`src/rtl/pie_pkg.sv`:
```
`timescale 1ns/1ps
package pie_pkg;
    localparam int DEF_TS_W   = 32;
    localparam int DEF_TOT_W  = 24;
    localparam int DEF_WIN_W  = 16;
    localparam int DEF_GATE_W = 24;

    typedef enum logic {REF_EMPTY, REF_HELD} ref_state_e;

    typedef struct packed {
        logic valid;
        logic alarm;
        logic timeout;
    } intv_flags_t;
endpackage

```
`src/rtl/pie_interval_unit.sv`:
```
`timescale 1ns/1ps
module pie_interval_unit
    import pie_pkg::*;
#(
    parameter int TS_W = DEF_TS_W
) (
    input  logic            clk,
    input  logic            rst,
    input  logic            ts_valid,
    input  logic [TS_W-1:0] ts_value,
    input  logic [TS_W-1:0] cfg_min_intv,
    input  logic [TS_W-1:0] cfg_timeout,
    output logic [TS_W-1:0] intv_value,
    output intv_flags_t     flags
);
    ref_state_e      state;
    logic [TS_W-1:0] prev_ts;
    logic [TS_W-1:0] idle_cnt;
    logic            fired;
    logic [TS_W-1:0] diff;

    always_comb diff = ts_value - prev_ts;

    always_ff @(posedge clk) begin
        if (rst) begin
            state      <= REF_EMPTY;
            prev_ts    <= '0;
            idle_cnt   <= '0;
            fired      <= 1'b0;
            intv_value <= '0;
            flags      <= '0;
        end else begin
            flags <= '0;
            if (ts_valid) begin
                prev_ts  <= ts_value;
                idle_cnt <= '0;
                fired    <= 1'b0;
                state    <= REF_HELD;
                if (state == REF_HELD) begin
                    intv_value  <= diff;
                    flags.valid <= 1'b1;
                    flags.alarm <= (diff < cfg_min_intv);
                end
            end else if (state == REF_HELD && !fired) begin
                if (idle_cnt == cfg_timeout) begin
                    fired         <= 1'b1;
                    intv_value    <= '1;
                    flags.valid   <= 1'b1;
                    flags.timeout <= 1'b1;
                end else begin
                    idle_cnt <= idle_cnt + 1'b1;
                end
            end
        end
    end
endmodule

```
`src/rtl/pie_sat_counter.sv`:
```
`timescale 1ns/1ps
module pie_sat_counter #(
    parameter int W = 8
) (
    input  logic         clk,
    input  logic         rst,
    input  logic         clr,
    input  logic         inc,
    output logic [W-1:0] count
);
    localparam logic [W-1:0] CMAX = '1;

    always_ff @(posedge clk) begin
        if (rst || clr)
            count <= '0;
        else if (inc && count != CMAX)
            count <= count + 1'b1;
    end
endmodule

```
`src/rtl/pie_gate_window.sv`:
```
`timescale 1ns/1ps
module pie_gate_window #(
    parameter int GATE_W = 8,
    parameter int WIN_W  = 8
) (
    input  logic              clk,
    input  logic              rst,
    input  logic              pulse,
    input  logic [GATE_W-1:0] cfg_gate_len,
    output logic              win_valid,
    output logic [WIN_W-1:0]  win_count
);
    localparam int              EXT_W = GATE_W + 1;
    localparam logic [WIN_W-1:0] WMAX = '1;

    logic [GATE_W-1:0] gate_cnt;
    logic [WIN_W-1:0]  acc;
    logic              gate_end;

    always_comb gate_end = ({1'b0, gate_cnt} + EXT_W'(1)) >= {1'b0, cfg_gate_len};

    pie_sat_counter #(.W(WIN_W)) u_acc (
        .clk   (clk),
        .rst   (rst),
        .clr   (gate_end),
        .inc   (pulse),
        .count (acc)
    );

    always_ff @(posedge clk) begin
        if (rst) begin
            gate_cnt  <= '0;
            win_valid <= 1'b0;
            win_count <= '0;
        end else begin
            win_valid <= gate_end;
            if (gate_end) begin
                gate_cnt  <= '0;
                win_count <= (pulse && acc != WMAX) ? acc + 1'b1 : acc;
            end else begin
                gate_cnt <= gate_cnt + 1'b1;
            end
        end
    end
endmodule

```
`src/rtl/pulse_interval_est.sv`:
```
`timescale 1ns/1ps
module pulse_interval_est
    import pie_pkg::*;
#(
    parameter int TS_W   = DEF_TS_W,
    parameter int TOT_W  = DEF_TOT_W,
    parameter int WIN_W  = DEF_WIN_W,
    parameter int GATE_W = DEF_GATE_W
) (
    input  logic              clk,
    input  logic              rst,
    input  logic              ts_valid,
    input  logic [TS_W-1:0]   ts_value,
    input  logic [TS_W-1:0]   cfg_min_intv,
    input  logic [TS_W-1:0]   cfg_timeout,
    input  logic [GATE_W-1:0] cfg_gate_len,
    output logic              intv_valid,
    output logic [TS_W-1:0]   intv_value,
    output logic              intv_alarm,
    output logic              intv_timeout,
    output logic [TOT_W-1:0]  total_count,
    output logic              win_valid,
    output logic [WIN_W-1:0]  win_count
);
    intv_flags_t flags;

    pie_interval_unit #(.TS_W(TS_W)) u_intv (
        .clk          (clk),
        .rst          (rst),
        .ts_valid     (ts_valid),
        .ts_value     (ts_value),
        .cfg_min_intv (cfg_min_intv),
        .cfg_timeout  (cfg_timeout),
        .intv_value   (intv_value),
        .flags        (flags)
    );

    always_comb begin
        intv_valid   = flags.valid;
        intv_alarm   = flags.alarm;
        intv_timeout = flags.timeout;
    end

    pie_sat_counter #(.W(TOT_W)) u_total (
        .clk   (clk),
        .rst   (rst),
        .clr   (1'b0),
        .inc   (ts_valid),
        .count (total_count)
    );

    pie_gate_window #(.GATE_W(GATE_W), .WIN_W(WIN_W)) u_win (
        .clk          (clk),
        .rst          (rst),
        .pulse        (ts_valid),
        .cfg_gate_len (cfg_gate_len),
        .win_valid    (win_valid),
        .win_count    (win_count)
    );
endmodule

```
`config.mk`:
```
export PLATFORM = sky130hd
export DESIGN_NAME = pulse_interval_est
export DESIGN_NICKNAME = d
export VERILOG_FILES = /design/src/rtl/pie_pkg.sv /design/src/rtl/pie_interval_unit.sv /design/src/rtl/pie_sat_counter.sv /design/src/rtl/pie_gate_window.sv /design/src/rtl/pulse_interval_est.sv
export SDC_FILE = /design/constraint.sdc
export NUM_CORES = 1
export LEC_CHECK = 0
export BUFFER_PORTS_ARGS = -buffer_cell sky130_fd_sc_hd__buf_2
export CAP_MARGIN = 20
export CORE_MARGIN = 2
export CORE_UTILIZATION = 45
export DETAILED_ROUTE_END_ITERATION = 7
export PLACE_DENSITY = 0.76
export SLEW_MARGIN = 20
export SYNTH_ARGS = -nofsm -noshare
export SYNTH_HDL_FRONTEND = slang
export SYNTH_SLANG_ARGS = --single-unit
```
`constraint.sdc`:
```
create_clock -name clk -period 4.85 [get_ports clk]
set_input_delay 0.7275 -clock clk [delete_from_list [all_inputs] [get_ports clk]]
set_output_delay 0.7275 -clock clk [all_outputs]
set_load 0.02 [all_outputs]
```
==> results of run 1 <==
-- kinds of logic after synthesis --
kind of cell               after synthesis  synth area share [%]
DFF                                    182                 34.32
and+or+nand+nor                        451                 20.80
adders and majority gates               91                 10.79
xor gates and xnor gates               138                 11.38
AOI/OAI and AO/OA                      193                 12.23
buffers and inverters                  151                 5.562
muxes                                   52                 4.914
-- routing by layer --
| metal | GRT usage (%) | wire length [um] | part of all wire, % |
|---|---|---|---|
| met1 | 26.62 | 11690 | 45 |
| met2 | 35.45 | 12230 | 47 |
| met3 | 4.982 | 1405 | 5.4 |
| met4 | 7.619 | 649 | 2.5 |
| met5 | 0 | 0 | 0 |
-- critical path: stages --
cell and delay [ns]:
buf_2 0.10, inv_1 0.05, ha_1 0.16, inv_1 0.05
fa_1 0.41, a211oi_1 0.30, o21ba_2 0.22, a21oi_1 0.11
or2_2 0.30, and2_1 0.20, a21oi_1 0.21, o21bai_1 0.12
xor2_1 0.17, ha_1 0.31, nand4_1 0.12, o41ai_1 0.66
a21oi_1 0.13
-- final cells by class --
| class | instances | area share [%] |
|---|---|---|
| Clock buffer | 20 | 3.493 |
| Timing Repair Buffer | 208 | 8.719 |
| Clock inverter | 12 | 1.151 |
| Inverter | 106 | 3.183 |
| Sequential cell | 182 | 29.15 |
| Tap cell | 319 | 3.193 |
| Multi-Input combinational cell | 925 | 51.11 |
-- worst paths after layout --
path,from,endpoint,cells past startpoint
setup / recovery,ts_value[0],u_intv.flags[1],17
hold / removal,u_intv.fired,u_intv.fired,2
setup reg to reg,u_win.gate_cnt[0],u_win.win_count[11],17
hold reg to reg,u_intv.fired,u_intv.fired,2
-- state kept, by name (all words and copies together) (netlist names), 3 cells and up --
register,count
u_intv.intv_value,32
u_intv.idle_cnt,32
u_total.count,24
u_win.win_count,16
u_intv.flags,3
u_intv.prev_ts,32
u_win.gate_cnt,24
u_win.u_acc.count,16
-- power by group --
| part | switching (mW) | internal (mW) | total, mW |
|---|---|---|---|
| combinational | 0.392 | 0.299 | 0.691 |
| clock | 0.617 | 0.772 | 1.39 |
| sequential | 0.0295 | 1.54 | 1.57 |
| total | 1.04 | 2.61 | 3.65 |
-- cells in the mapped netlist, types with 4 or more instances --
cell      instances  area, um2
buf_1             5      18.77
nand3_1          39      195.2
o21ai_0          40      200.2
o211ai_1          7      52.55
nor2b_1          12      75.07
nand4_1          34      212.7
or3_1            12      75.07
o21bai_1          6      45.04
a211oi_1          7      52.55
a21o_1           31      232.7
and3_1           57      356.6
and4_1            6      52.55
a21oi_1          53      265.3
nor4_1            7      43.79
o21a_1            8      60.06
dfxtp_1         182       3643
clkbuf_1         35      131.4
a31oi_1           4      25.02
a211o_1           4      35.03
nand2b_1          5      31.28
ha_1             90       1126
nor2_1          165      619.3
o221a_2          13      146.4
mux2i_1          51      510.5
xnor2_1          81      709.4
xor2_1           57      499.2
nor3_1           35      175.2
nand2_1          61      229.0
inv_1           105      394.1
and2_1            6      37.54
-- through the flow --
stage,setup WS (ns),std cells
after global routing,0.3903,1772
final,0.7818,1772
after global placement,0.4156,1738
after floorplan,1.003,1258
after detailed placement,0.3442,1740
after CTS,0.7999,1772
==> flow_metrics.tcl, run 1 <==
set metrics [dict create \
    regArea_um2 3643 \
    p_leak_nw 5.992 \
    core_um2 23330 \
    num_antenna_cells 0 \
    routabilityCongestion 0.9439 \
    clk_pin_slew_ns 0.07 \
    track_usage_pct 21.18 \
    syn2layout_area_growth_pct 17.72 \
    cp-start-kind "input pin" \
    crit_fanout 4 \
    vias 9345 \
    drt_iter0_markers 488 \
    clk_latency_ns 0.43 \
    cts.sink_count 182 \
    initial_core_util_pct 45.51 \
    yosysWarnings 0 \
    synthCells 1258 \
    whs_ns 0.4683 \
    first_pass_iters 5 \
    nets 1654 \
    clockRootBuffer "clkbuf_16" \
    holdBufCountCts 0 \
    p_per_area_nw_per_um2 291.7 \
    clockBufferDepth 2 \
    arrival_ns 4.36 \
    cts-htree-levels 4 \
    cts_buffers 17 \
    port-buffer-count 198 \
    fin_skew_ns 0.01503 \
    grt_pass1_vias 8868 \
    synth_seq_cells 182 \
    wire_per_inst_um 14.66 \
    finish.utilization_pct 53.57 \
    setup_tns_ns 0 \
    syn_avg_cell_area_um2 8.440 \
    period_share_pct 83.88 \
    n_fill_cell 2189 \
    status "finished clean" \
    synth_ff_type "dfxtp_1" \
    hold_path_class "flop to flop" \
    drv_cap 0 \
    multi_input_area_um2 6389 \
    rsz0062_at_grt "false" \
    grt_pass1_wl_um 42270 \
    design_area_um2 12500 \
    num_rows 56 \
    io_pins 199 \
    die_w_um 157.6 \
    hpwl_um 19700 \
    drv_slew 0 \
    die_h_um 157.6 \
    antenna_found_initial 0 \
    layout_common_cells "buf_2 (198), dfxtp_1 (182), nor2_1 (165), inv_1 (105), ha_1 (90)" \
    drive_gt1_share_pct 18.17 \
    worstSetupPathType "input pin to flop" \
    hold_viol_final 0 \
    grt_max_degree 88 \
    dpl_cell_area_um2 11920 \
    crit_path_end_kind "flop" \
    wl_um 25980 \
    grt_overflow 0 \
    synth-edff-count 0 \
    synth_cell_type_count 59 \
    r2r_slack_ns 0.81 \
    drc 0 \
    synth_nets 1472 \
    vias_per_cell 5.274 \
    p_total_mw 3.645 \
    async_flop_share_pct 0 \
    max_freq_mhz 245.8 \
    syn_area_um2 10620 \
    cts_setup_buffers 0 \
    cts_tree "done" \
    slew_headroom_pct 27.82 \
    yosysSeqAreaShare_pct 34.32 \
    critPathRequiredTime_ns 5.14 \
    die-area_um2 24840 \
    final_common_cell "buf_2" \
    setup-violations-final 0 \
    fin_crit_ns 4.068 \
    ant_nets 0 \
    peakVddDrop_mv 0.1885 \
    ctsResizeCount 0 \
    tightestPinTransition_ns 1.079 \
]
Power figures use the tool's default switching activity.
==> run 2, diff against run 1 <==
ABC_AREA = 1   (was not set)
PLACE_DENSITY = 0.74   (was 0.76)
clock period = 4 ns   (was 4.85 ns; I/O delays follow)
==> flow_metrics.tcl, run 2 <==
set metrics [dict create \
    status "finished clean" \
    cts_tree "done" \
    cts_buffers 17 \
    clockRootBuffer "clkbuf_16" \
    die-area_um2 31540 \
    synth_nets 2396 \
    synthTopCellsByCount "nand2_1 (647), inv_1 (377), nor2_1 (226)" \
    rsz0062_at_grt "false" \
    nets 2568 \
    die_h_um 177.6 \
    n_fill_cell 3072 \
    grt_max_degree 63 \
    clk_latency_ns 0.46 \
    syn_area_um2 13560 \
    slew_headroom_pct 60.27 \
    wl_um 38830 \
    yosysSeqAreaShare_pct 26.87 \
    grt_overflow 0 \
    wire_per_inst_um 14.08 \
    num_antenna_cells 0 \
    worstSetupPathType "flop to flop" \
    synth.most_common_cell "nand2_1" \
    track_usage_pct 24.82 \
    routabilityCongestion 0.9637 \
    setup_tns_ns 0 \
    vias_per_cell 4.997 \
    io_pins 199 \
    grt_pass1_vias 12760 \
    core_um2 29640 \
    hpwl_um 30730 \
    ant_nets 0 \
    crit_path_end_kind "flop" \
    port-buffer-count 198 \
    drv_cap 0 \
    dp_worst_setup_slack_ns 0.4159 \
    hold_path_class "input pin to flop" \
    drt_iter0_markers 878 \
    synth_cell_type_count 45 \
    die_w_um 177.6 \
    p_leak_nw 7.797 \
    final_common_cell "nand2_1" \
    synthCells 2182 \
    antenna_found_initial 0 \
    max_freq_mhz 284.2 \
    clk_pin_slew_ns 0.08 \
    synth_largest_area_cell "dfxtp_1" \
    p_per_area_nw_per_um2 310.6 \
    synth-edff-count 0 \
    syn2layout_area_growth_pct 13.88 \
    drc 0 \
    syn_avg_cell_area_um2 6.214 \
    multi_input_area_um2 8164 \
    period_share_pct 87.97 \
    fin_skew_ns 0.01434 \
    synth_seq_cells 182 \
    arrival_ns 3.85 \
    holdBufCountCts 0 \
    synth_ff_type "dfxtp_1" \
    crit_fanout 19 \
    hold_viol_final 0 \
    grt_pass1_wl_um 62450 \
    drv_slew 0 \
    finish.utilization_pct 52.10 \
    layout_common_cells "nand2_1 (646), inv_1 (376), nor2_1 (225), buf_2 (198), dfxtp_1 (182)" \
    clockBufferDepth 2 \
    critPathRequiredTime_ns 4.33 \
    peakVddDrop_mv 0.2737 \
    async_flop_share_pct 0 \
    setup-violations-final 0 \
    yosysWarnings 0 \
    synth_top_area_share_pct 26.87 \
    synth_area_leaders "dfxtp_1 (27%), nand2_1 (18%), inv_1 (10%), ha_1 (8.3%), nor2_1 (6.3%)" \
    setup_ws_ns 0.4812 \
    first_pass_iters 7 \
    fin_crit_ns 3.519 \
    tightestPinTransition_ns 0.5914 \
    num_rows 63 \
    vias 13780 \
    initial_core_util_pct 45.75 \
    regArea_um2 3643 \
    drive_gt1_share_pct 13.48 \
    cts.sink_count 182 \
    cts-htree-levels 4 \
    largestRegisters "u_intv.idle_cnt (32), u_intv.intv_value (32), u_intv.prev_ts (32)" \
    cp-start-kind "flop" \
]
run 2: final cells by class:
| cell class | count | share of cell area, % |
|---|---|---|
| inverter | 384 | 9.343 |
| clock buffer | 17 | 2.755 |
| tap | 390 | 3.160 |
| multi-input combinational | 1559 | 52.87 |
| timing repair buffer | 210 | 7.082 |
| sequential | 182 | 23.60 |
| clock inverter | 15 | 1.191 |
run 2: worst max-delay path, stage by stage (launching register included):
cell	delay [ns]
dfxtp_1	0.41
ha_1	0.19
nand2_1	0.07
nor2_1	0.12
nand2_1	0.12
nor2_1	0.17
nand2_1	0.09
nor2_1	0.17
nand2_1	0.09
xor2_1	0.18
inv_1	0.07
ha_1	0.30
nand2_1	0.06
inv_1	0.09
nand3_1	0.13
nor4_2	0.31
nand2_1	0.18
buf_4	0.23
nand3_2	0.35
nor2_1	0.09
run 2: where the power goes:
group	internal (mW)	total (mW)	switching, mW	leakage [nW]
sequential	1.87	1.90	0.0301	1.48
clock	0.949	1.80	0.855	0.292
combinational	0.382	1.10	0.715	6.02
run 2: path summary, 6_finish.rpt:
kind                       from                    to  slack, ns  depth (start not counted)
max           u_win.gate_cnt[0]  u_win.u_acc.count[0]       0.48                         19
min                 ts_value[0]     u_intv.prev_ts[0]       0.43                          3
max reg2reg   u_win.gate_cnt[0]  u_win.u_acc.count[0]       0.48                         19
min reg2reg  u_intv.prev_ts[13]    u_intv.prev_ts[13]       0.46                          2
run 2: kinds of logic (layout without fill, tap and decap cells):
kind of cell               Yosys count  in the layout  share of synthesized area (%)
xor gates and xnor gates            85             85                          5.490
buffers and inverters              441            626                          13.00
and+or+nand+nor                   1166           1166                          37.27
DFF                                182            182                          26.87
adders and majority gates           91             91                          8.453
AOI/OAI and AO/OA                  217            217                          8.914
run 2: through the flow:
| step | hold slack [ns] | std cells | power, mW | instance area [um2] |
|---|---|---|---|---|
| 6_report | 0.4279 | 2757 | 4.796 | 15440 |
| 5_1_grt | 0.4523 | 2757 | 5.045 | 15440 |
| 4_1_cts | 0.4176 | 2757 | 4.826 | 15430 |
| 3_5_place_dp | 0.4500 | 2725 | 3.026 | 14830 |
| 3_3_place_gp | 0.4437 | 2725 | 3.004 | 14830 |
| 2_1_floorplan | 0.4289 | 2182 | 2.684 | 13560 |
run 2: per-layer routing:
metal	vias to the layer above	share of wire [%]	track usage, %
met1	6180	46	32.43
met2	357	45	40.34
met3	79	5.0	3.728
met5	-	0	0
met4	0	3.8	11.17
li1	7161	-	-
run 2: repair_timing:
item | in CTS | in global routing
endpoints found under the setup margin | 0 | 24
setup buffers | 0 | 0
resized for setup | 0 | 1
==> run 3, diff against run 2 <==
CORE_UTILIZATION = 53   (was 45)
PLACE_DENSITY = 0.84   (was 0.74)
==> flow_metrics.tcl, run 3 (synthesized netlist as in run 2, its figures left out) <==
set metrics [dict create \
    status "finished clean" \
    hpwl_um 29770 \
    p_leak_nw 7.800 \
    finish.utilization_pct 60.98 \
    critPathLaunch "u_win.gate_cnt[0]" \
    timing.rr.start "u_win.gate_cnt[0]" \
    period_share_pct 89.10 \
    grt_overflow 0 \
    track_usage_pct 27.96 \
    die-area_um2 26880 \
    drt_iter0_markers 1078 \
    vias_per_cell 5.217 \
    largestRegisters "u_intv.idle_cnt (32), u_intv.intv_value (32), u_intv.prev_ts (32)" \
    clockBufferDepth 2 \
    ctsResizeCount 0 \
    switching_power_mw 1.524 \
    design_area_um2 15360 \
    fin_crit_ns 3.564 \
    syn2layout_area_growth_pct 13.25 \
    drv_cap 0 \
    drive_gt1_share_pct 13.36 \
    nets 2567 \
    wl_um 37630 \
    power.share.clock_pct 37.2 \
    drc 0 \
    internal_power_mw 3.208 \
    power_frac_seq_pct 40.1 \
    dpl_cell_area_um2 14740 \
    rsz0062_at_grt "false" \
    cp-start-kind "flop" \
    die_w_um 164.0 \
    worstSetupPathType "flop to flop" \
    critPathRequiredTime_ns 4.38 \
    setup-violations-final 0 \
    p_per_area_nw_per_um2 308.2 \
    antenna_found_initial 0 \
    cp_common_cell "nand2_1" \
    slew_headroom_pct 58.53 \
    wire_per_inst_um 13.96 \
    pwr-share-comb_pct 22.7 \
    hp-start "ts_value[0]" \
    cts-htree-levels 4 \
    crit_fanout 24 \
    n_fill_cell 2416 \
    arrival_ns 3.94 \
    tightestPinTransition_ns 0.6206 \
    drv_slew 0 \
    hold_viol_final 0 \
    routabilityCongestion 1.030 \
    io_pins 199 \
    clockRootBuffer "clkbuf_16" \
    cts_tree "done" \
    core_um2 25180 \
    setup_tns_ns 0 \
    layout_common_cells "nand2_1 (646), inv_1 (376), nor2_1 (225), buf_2 (198), dfxtp_1 (182)" \
    holdBufCountCts 0 \
    grt_pass1_wl_um 60630 \
    ant_nets 0 \
    num_rows 58 \
    max_freq_mhz 280.6 \
    grt_pass1_vias 12840 \
    slowest_stage "dfxtp_1" \
    fin_skew_ns 0.01545 \
    die_h_um 164.0 \
    dp_cells 2664 \
    cts.sink_count 182 \
    num_antenna_cells 0 \
    cts_buffers 17 \
    initial_core_util_pct 53.85 \
    swShare_pct 32.21 \
    first_pass_iters 6 \
    peakVddDrop_mv 0.2302 \
    vias 14070 \
    port-buffer-count 198 \
    clk_pin_slew_ns 0.08 \
    grt_max_degree 63 \
    cpPeakStageDelay_ns 0.42 \
    hold_path_class "input pin to flop" \
    crit_path_cell_trace "ha_1, nand2_1, nor2_1, nand2_1, nor2_1, nand2_1, nor2_1, nand2_1, xor2_1, inv_1, ha_1, nand2_1, inv_1, nand3_1, nor4_1, nand2_1, nand2_2, buf_12, nand3_1, nand2_1" \
    cts_setup_buffers 0 \
    clk_latency_ns 0.44 \
    instances_no_fill 2696 \
    crit_path_end_kind "flop" \
    final_common_cell "nand2_1" \
]
==> run 3: final cells by class <==
cell class	count	area (um2)	share of cell area, %
Clock inverter	13	163.9	1.067
Inverter	384	1441	9.386
Tap cell	330	412.9	2.689
Multi-Input combinational cell	1559	8165	53.17
Clock buffer	19	442.9	2.884
Sequential cell	182	3643	23.73
Timing Repair Buffer	209	1086	7.072
==> run 3: per-layer routing <==
metal | up-vias | wire [um] | GRT usage [%]
li1 | 7140 | - | -
met2 | 475 | 18180 | 49.73
met4 | 0 | 1453 | 12.64
met5 | - | 0 | 0
met1 | 6356 | 16140 | 34.16
met3 | 95 | 1855 | 2.601
==> run 3: power groups by stage <==
stage	registers, mW	logic (mW)	clock network [mW]
after global routing	1.90	1.22	1.86
final	1.90	1.08	1.76
after global placement	1.93	1.04	0
after detailed placement	1.94	1.06	0
after CTS	1.90	1.07	1.79
after floorplan	1.96	0.723	0
==> run 3: stage by stage <==
stage	power (mW)	setup WS, ns	hold WS (ns)
after floorplan	2.684	1.117	0.4289
after global placement	2.973	0.6211	0.4431
after detailed placement	3.000	0.5107	0.4529
after CTS	4.758	0.4883	0.4245
after global routing	4.979	0.1472	0.4429
final	4.732	0.4359	0.4334
==> run 3: final timing paths <==
check | to | slack, ns | depth (start not counted)
worst max-delay path | u_win.win_count[15] | 0.44 | 20
worst min-delay path | u_intv.prev_ts[0] | 0.43 | 3
worst min register to register | u_intv.prev_ts[11] | 0.46 | 2
worst max register to register | u_win.win_count[15] | 0.44 | 20
==> run 3: critical path, delay by kind of cell (launching register included) <==
family	cells	cell delay, ns
buf+inv	3	0.37
xor+xnor	1	0.18
simple gates	14	2.02
fa+ha+maj	2	0.51
flops	1	0.42
